==> config.mk <==
export PLATFORM = sky130hd
export DESIGN_NAME = pgls_seq
export DESIGN_NICKNAME = d
export VERILOG_FILES = /design/src/rtl/pgls_pkg.sv /design/src/rtl/pgls_addr_gen.sv /design/src/rtl/pgls_cc_gen.sv /design/src/rtl/pgls_seq.sv
export SDC_FILE = /design/constraint.sdc
export NUM_CORES = 1
export LEC_CHECK = 0
export ABC_AREA = 1
export CORE_ASPECT_RATIO = 1.4
export CORE_MARGIN = 1
export CORE_UTILIZATION = 53
export DETAILED_ROUTE_END_ITERATION = 10
export DONT_BUFFER_PORTS = 1
export PLACE_DENSITY_LB_ADDON = 0.08
export SETUP_SLACK_MARGIN = 0.2
export SLEW_MARGIN = 25
export SYNTH_ARGS = -nofsm -noshare
export SYNTH_HDL_FRONTEND = slang
export SYNTH_SLANG_ARGS = --single-unit
==> constraint.sdc <==
create_clock -name clk -period 2.4 [get_ports clk]
set_clock_uncertainty 0.1 [all_clocks]
set_input_delay 0.12 -clock clk [delete_from_list [all_inputs] [get_ports clk]]
set_output_delay 0.12 -clock clk [all_outputs]
set_load 0.03 [all_outputs]
==> src/rtl/pgls_pkg.sv <==
package pgls_pkg;

    typedef enum logic [1:0] {
        S_IDLE,
        S_PTR,
        S_ACC,
        S_DONE
    } pgls_state_e;

    typedef enum logic [2:0] {
        K_LD,
        K_LDR,
        K_LDI,
        K_LEA,
        K_ST,
        K_STR,
        K_STI,
        K_BAD
    } pgls_kind_e;

    localparam logic [3:0] OPC_LD  = 4'b0010;
    localparam logic [3:0] OPC_LDR = 4'b0110;
    localparam logic [3:0] OPC_LDI = 4'b1010;
    localparam logic [3:0] OPC_LEA = 4'b1110;
    localparam logic [3:0] OPC_ST  = 4'b0011;
    localparam logic [3:0] OPC_STR = 4'b0111;
    localparam logic [3:0] OPC_STI = 4'b1011;

endpackage

==> src/rtl/pgls_addr_gen.sv <==
module pgls_addr_gen #(
    parameter int DATA_W   = 16,
    parameter int PG_OFF_W = 9,
    parameter int BOFS_W   = 6
) (
    input  logic [DATA_W-1:0] ir,
    input  logic [DATA_W-1:0] pc,
    input  logic [DATA_W-1:0] base,
    output logic [DATA_W-1:0] page_addr,
    output logic [DATA_W-1:0] base_addr
);
    localparam int PAGE_W = DATA_W - PG_OFF_W;
    localparam int ZEXT_W = DATA_W - BOFS_W;

    // page number from the program counter, word-in-page from the instruction
    assign page_addr = {pc[DATA_W-1 -: PAGE_W], ir[PG_OFF_W-1:0]};
    // unsigned offset, zero-extended before the add
    assign base_addr = base + {{ZEXT_W{1'b0}}, ir[BOFS_W-1:0]};
endmodule

==> src/rtl/pgls_cc_gen.sv <==
module pgls_cc_gen #(
    parameter int DATA_W = 16
) (
    input  logic [DATA_W-1:0] value,
    output logic [2:0]        nzp
);
    always_comb begin
        if (value[DATA_W-1])
            nzp = 3'b100;
        else if (value == '0)
            nzp = 3'b010;
        else
            nzp = 3'b001;
    end
endmodule

==> src/rtl/pgls_seq.sv <==
module pgls_seq
    import pgls_pkg::*;
#(
    parameter int DATA_W   = 16,
    parameter int PG_OFF_W = 9,
    parameter int BOFS_W   = 6,
    parameter int REG_AW   = 3
) (
    input  logic              clk,
    input  logic              rst_n,
    input  logic              start,
    input  logic [DATA_W-1:0] ir,
    input  logic [DATA_W-1:0] pc,
    output logic [REG_AW-1:0] rf_base_sel,
    output logic [REG_AW-1:0] rf_data_sel,
    input  logic [DATA_W-1:0] rf_base_val,
    input  logic [DATA_W-1:0] rf_data_val,
    output logic              mem_req,
    output logic              mem_we,
    output logic [DATA_W-1:0] mem_addr,
    output logic [DATA_W-1:0] mem_wdata,
    input  logic [DATA_W-1:0] mem_rdata,
    input  logic              mem_rdy,
    output logic              rf_we,
    output logic [REG_AW-1:0] rf_waddr,
    output logic [DATA_W-1:0] rf_wdata,
    output logic              cc_we,
    output logic [2:0]        cc_nzp,
    output logic              done,
    output logic              busy
);
    localparam int DR_LSB = PG_OFF_W;
    localparam int BR_LSB = BOFS_W;

    pgls_state_e       state, state_nx;
    pgls_kind_e        kind_in, kind_q;
    logic [REG_AW-1:0] dr_q;
    logic [DATA_W-1:0] addr_q, data_q, result_q;
    logic [DATA_W-1:0] page_addr, base_addr;
    logic              store_q;

    assign rf_base_sel = ir[BR_LSB +: REG_AW];
    assign rf_data_sel = ir[DR_LSB +: REG_AW];

    always_comb begin
        unique case (ir[DATA_W-1 -: 4])
            OPC_LD:  kind_in = K_LD;
            OPC_LDR: kind_in = K_LDR;
            OPC_LDI: kind_in = K_LDI;
            OPC_LEA: kind_in = K_LEA;
            OPC_ST:  kind_in = K_ST;
            OPC_STR: kind_in = K_STR;
            OPC_STI: kind_in = K_STI;
            default: kind_in = K_BAD;
        endcase
    end

    pgls_addr_gen #(
        .DATA_W  (DATA_W),
        .PG_OFF_W(PG_OFF_W),
        .BOFS_W  (BOFS_W)
    ) addr_i (
        .ir       (ir),
        .pc       (pc),
        .base     (rf_base_val),
        .page_addr(page_addr),
        .base_addr(base_addr)
    );

    pgls_cc_gen #(.DATA_W(DATA_W)) cc_i (
        .value(result_q),
        .nzp  (cc_nzp)
    );

    // next state
    always_comb begin
        state_nx = state;
        unique case (state)
            S_IDLE: begin
                if (start) begin
                    unique case (kind_in)
                        K_LEA:        state_nx = S_DONE;
                        K_LDI, K_STI: state_nx = S_PTR;
                        K_BAD:        state_nx = S_IDLE;
                        default:      state_nx = S_ACC;
                    endcase
                end
            end
            S_PTR:  if (mem_rdy) state_nx = S_ACC;
            S_ACC:  if (mem_rdy) state_nx = S_DONE;
            S_DONE: state_nx = S_IDLE;
            default: state_nx = S_IDLE;
        endcase
    end

    // state register
    always_ff @(posedge clk) begin
        if (!rst_n)
            state <= S_IDLE;
        else
            state <= state_nx;
    end

    // operand and address registers
    always_ff @(posedge clk) begin
        if (!rst_n) begin
            kind_q   <= K_BAD;
            store_q  <= 1'b0;
            dr_q     <= '0;
            addr_q   <= '0;
            data_q   <= '0;
            result_q <= '0;
        end else begin
            unique case (state)
                S_IDLE: begin
                    if (start && kind_in != K_BAD) begin
                        kind_q   <= kind_in;
                        store_q  <= (kind_in == K_ST) || (kind_in == K_STR) || (kind_in == K_STI);
                        dr_q     <= ir[DR_LSB +: REG_AW];
                        data_q   <= rf_data_val;
                        addr_q   <= (kind_in == K_LDR || kind_in == K_STR) ? base_addr : page_addr;
                        result_q <= page_addr;
                    end
                end
                S_PTR:  if (mem_rdy) addr_q <= mem_rdata;
                S_ACC:  if (mem_rdy && !store_q) result_q <= mem_rdata;
                default: ;
            endcase
        end
    end

    // outputs
    always_comb begin
        mem_req   = 1'b0;
        mem_we    = 1'b0;
        mem_addr  = addr_q;
        mem_wdata = data_q;
        rf_we     = 1'b0;
        rf_waddr  = dr_q;
        rf_wdata  = result_q;
        cc_we     = 1'b0;
        done      = 1'b0;
        busy      = 1'b1;
        unique case (state)
            S_IDLE: busy = 1'b0;
            S_PTR:  mem_req = 1'b1;
            S_ACC: begin
                mem_req = 1'b1;
                mem_we  = store_q;
            end
            S_DONE: begin
                done  = 1'b1;
                rf_we = !store_q;
                cc_we = !store_q;
            end
            default: ;
        endcase
    end

    a_r7_req_hold: assert property (@(posedge clk) disable iff (!rst_n)
        (mem_req && !mem_rdy) |=> (mem_req && $stable(mem_addr) && $stable(mem_we) && $stable(mem_wdata)));

    a_r9_done_pulse: assert property (@(posedge clk) disable iff (!rst_n)
        done |=> !done);

    a_r4_lea_no_mem: assert property (@(posedge clk) disable iff (!rst_n)
        (!busy && start && kind_in == K_LEA) |=> (done && !mem_req));

    a_r8_bad_ignored: assert property (@(posedge clk) disable iff (!rst_n)
        (!busy && start && kind_in == K_BAD) |=> !busy);

    a_r5_cc_onehot: assert property (@(posedge clk) disable iff (!rst_n)
        cc_we |-> $onehot(cc_nzp));

    a_r6_store_no_rf: assert property (@(posedge clk) disable iff (!rst_n)
        (done && kind_q inside {K_ST, K_STR, K_STI}) |-> (!rf_we && !cc_we));
endmodule

==> results.ini <==
[floorplanning]
die_w_um=66.8
initial_core_util=0.556
row_count=32
dieArea_sq_um=6190
die_h_um=92.7
core-area_sq_um=5610
pin_count=150

[outcome]
status=finished, final reports clean

[cts]
root_buffer=clkbuf_8
clkLatencyLatePin_ns=0.30
cts_buffers=5
clock_path_buffers=2
clock-sinks=54
clk_pin_slew_ns=0.10
cts_tree=built
cts_max_level=2

[detailed_routing]
drt_wl_total_mm=8.88
dr.pass1.iters=4
ant_nets=0
wire_per_inst_um=14.9
drc_errors=0
vias=3320
dr.first_iter.drc_count=148
vias_per_cell=5.58

[yosys]
yosys_warnings=0
seq_area_frac_synth=0.347
syn_area_sq_um=3110
ys_ff_latch=54
syn_avg_cell_area_sq_um=6.54
netlist_instances=476
synth_nets=571
synth_cell_types=31

[setup_path]
required_ns=2.55
worst_path_max_delay_cell=dlygate4sd3_1
cp_cell_sequence=dlygate4sd3_1 -> inv_1 -> nor2_1 -> nand2_1 -> buf_4 -> inv_1 -> nand3_1 -> nand3_1 -> o211ai_1 -> a21oi_1
crit_path_max_incr_delay_ns=0.58
start_kind=input port
crit_path_end_kind=flop
reg2reg_depth=10
cp_max_fo=20
crit_type=in2reg
cp.arrival_ns=2.18

[layout]
final_cells=595
mostFrequentLayoutCells=114 x nand2_1, 72 x nor2_1, 62 x dlygate4sd3_1
final_nets=621
synthToLayoutAreaGrowth_pct=24.0
multi_input_area_sq_um=1730
diodes=0
seq_area_sq_um=1080
nFillCells=509
drive_gt1_frac=0.0550
final_common_cell=nand2_1

[pwr]
switching_power_w=0.00193
p_per_area_nw_per_um2=1010
internal-power_w=0.00198
swShare=0.494
max-vdd-ir-drop_uv=470
combPwrFrac=0.366
p_clk_frac=0.157
p_seq_frac=0.477
power_leakage_nw=1.73

[grt]
grt_usage=0.297
grt_first_pass_wirelength_mm=14.4
grt_max_degree=48
antenna_found_initial=0
grt_pass1_vias=3366
grt-ovfl-total=0

[sta]
slew-limit-headroom=0.610
fmax_mhz=493
slew_viol_final=0
final.setup.tns_ns=0
tightest_slew_ns=0.584
layout_setup_ws_ns=0.372
rsz0062_at_grt=no
hold_viol_final=0
setup_viol=0
min_period_over_period=0.845
min_period_ns=2.03
hold-worst-slack_ns=0.00115

[min_path]
hp-class=in2reg
min_path_cells=2

[placement]
dp_cells=524
gp_congestion=0.835
pre_cts_ws_ns=0.261
hpwl_mm=6.20
port_buffers=0

[run]
maxCapViolCount=0

==> registers in the layout (all words and copies together) (netlist names) <==
register / cells
state: 2
rf_waddr: 3
store_q: 1
mem_addr: 16
rf_wdata: 16
mem_wdata: 16
==> area by class of cell <==
cell class                      instances  share of cell area
Clock buffer                            6              0.0188
Clock inverter                          2             0.00972
Inverter                               36              0.0356
Multi-Input combinational cell        355               0.447
Sequential cell                        54               0.280
Tap cell                               68              0.0220
Timing Repair Buffer                   74               0.187
==> through the flow <==
step,utilization,power (W),instance area [sq um]
2_1_floorplan,-,0.00293,3110
3_3_place_gp,0.554,0.00316,3110
3_5_place_dp,0.554,0.00319,3110
4_1_cts,0.688,0.00391,3860
5_1_grt,0.689,0.00417,3860
6_report,0.689,0.00392,3860
==> layer usage <==
metal,wire [um],track usage,up-vias
met5,0,0,-
li1,-,-,1668
met2,4450,0.538,133
met3,713,0.0776,19
met4,292,0.149,0
met1,3430,0.303,1500
==> power by group through the flow <==
stage / clock network, W / registers [W] / logic (W)
2_1_floorplan: 0 / 0.00183 / 0.00110
3_3_place_gp: 0 / 0.00188 / 0.00128
3_5_place_dp: 0 / 0.00189 / 0.00130
4_1_cts: 0.000629 / 0.00186 / 0.00141
5_1_grt: 0.000656 / 0.00190 / 0.00161
6_report: 0.000616 / 0.00187 / 0.00143
==> worst max-delay path, delay by kind of cell <==
kind | cells | cell delay (ns)
AND/OR/NAND/NOR | 4 | 0.46
AO/OA/AOI/OAI | 2 | 0.31
buffers and inverters | 4 | 1.29
==> cell usage after synthesis, drive strengths merged <==
master | n | area [sq um]
dfxtp | 54 | 1080
a21oi | 33 | 165
or2 | 3 | 18.8
nand3b | 2 | 15.0
xor2 | 2 | 17.5
a21boi | 1 | 7.51
a31oi | 20 | 125
nor3 | 4 | 31.3
buf | 20 | 134
nand4 | 3 | 18.8
nor4 | 4 | 25.0
o211ai | 4 | 30.0
nand2 | 114 | 428
nand3 | 29 | 145
o21ai | 49 | 249
inv | 35 | 131
clkbuf | 11 | 41.3
clkinv | 1 | 3.75
and2 | 1 | 6.26
nor2 | 72 | 270
ha | 10 | 125
o21bai | 1 | 7.51
o221ai | 1 | 8.76
o2111ai | 1 | 8.76
fa | 1 | 20.0
==> worst paths after layout <==
kind,start,to,slack (ns)
worst max-delay path,ir[13],mem_addr[2],0.37
worst min-delay path,mem_rdata[2],mem_addr[2],0.001
worst max register to register,state[0],rf_wdata[14],0.39
worst min register to register,store_q,store_q,0.49
==> kinds of logic after synthesis <==
| group | count (synthesis) | synth area share |
|---|---|---|
| compound gates | 110 | 0.193 |
| xor+xnor | 2 | 0.00563 |
| fa+ha+maj | 11 | 0.0466 |
| buf+inv | 67 | 0.0996 |
| flops | 54 | 0.347 |
| simple gates | 232 | 0.308 |
==> repair_timing <==
item,4_1_cts,5_1_grt
setup endpoints to repair,0,30
resized for setup,0,3
hold buffers,63,0
hold endpoints to repair,54,0
buffers inserted,0,0
Note: power is estimated with default switching activity, not from simulation.
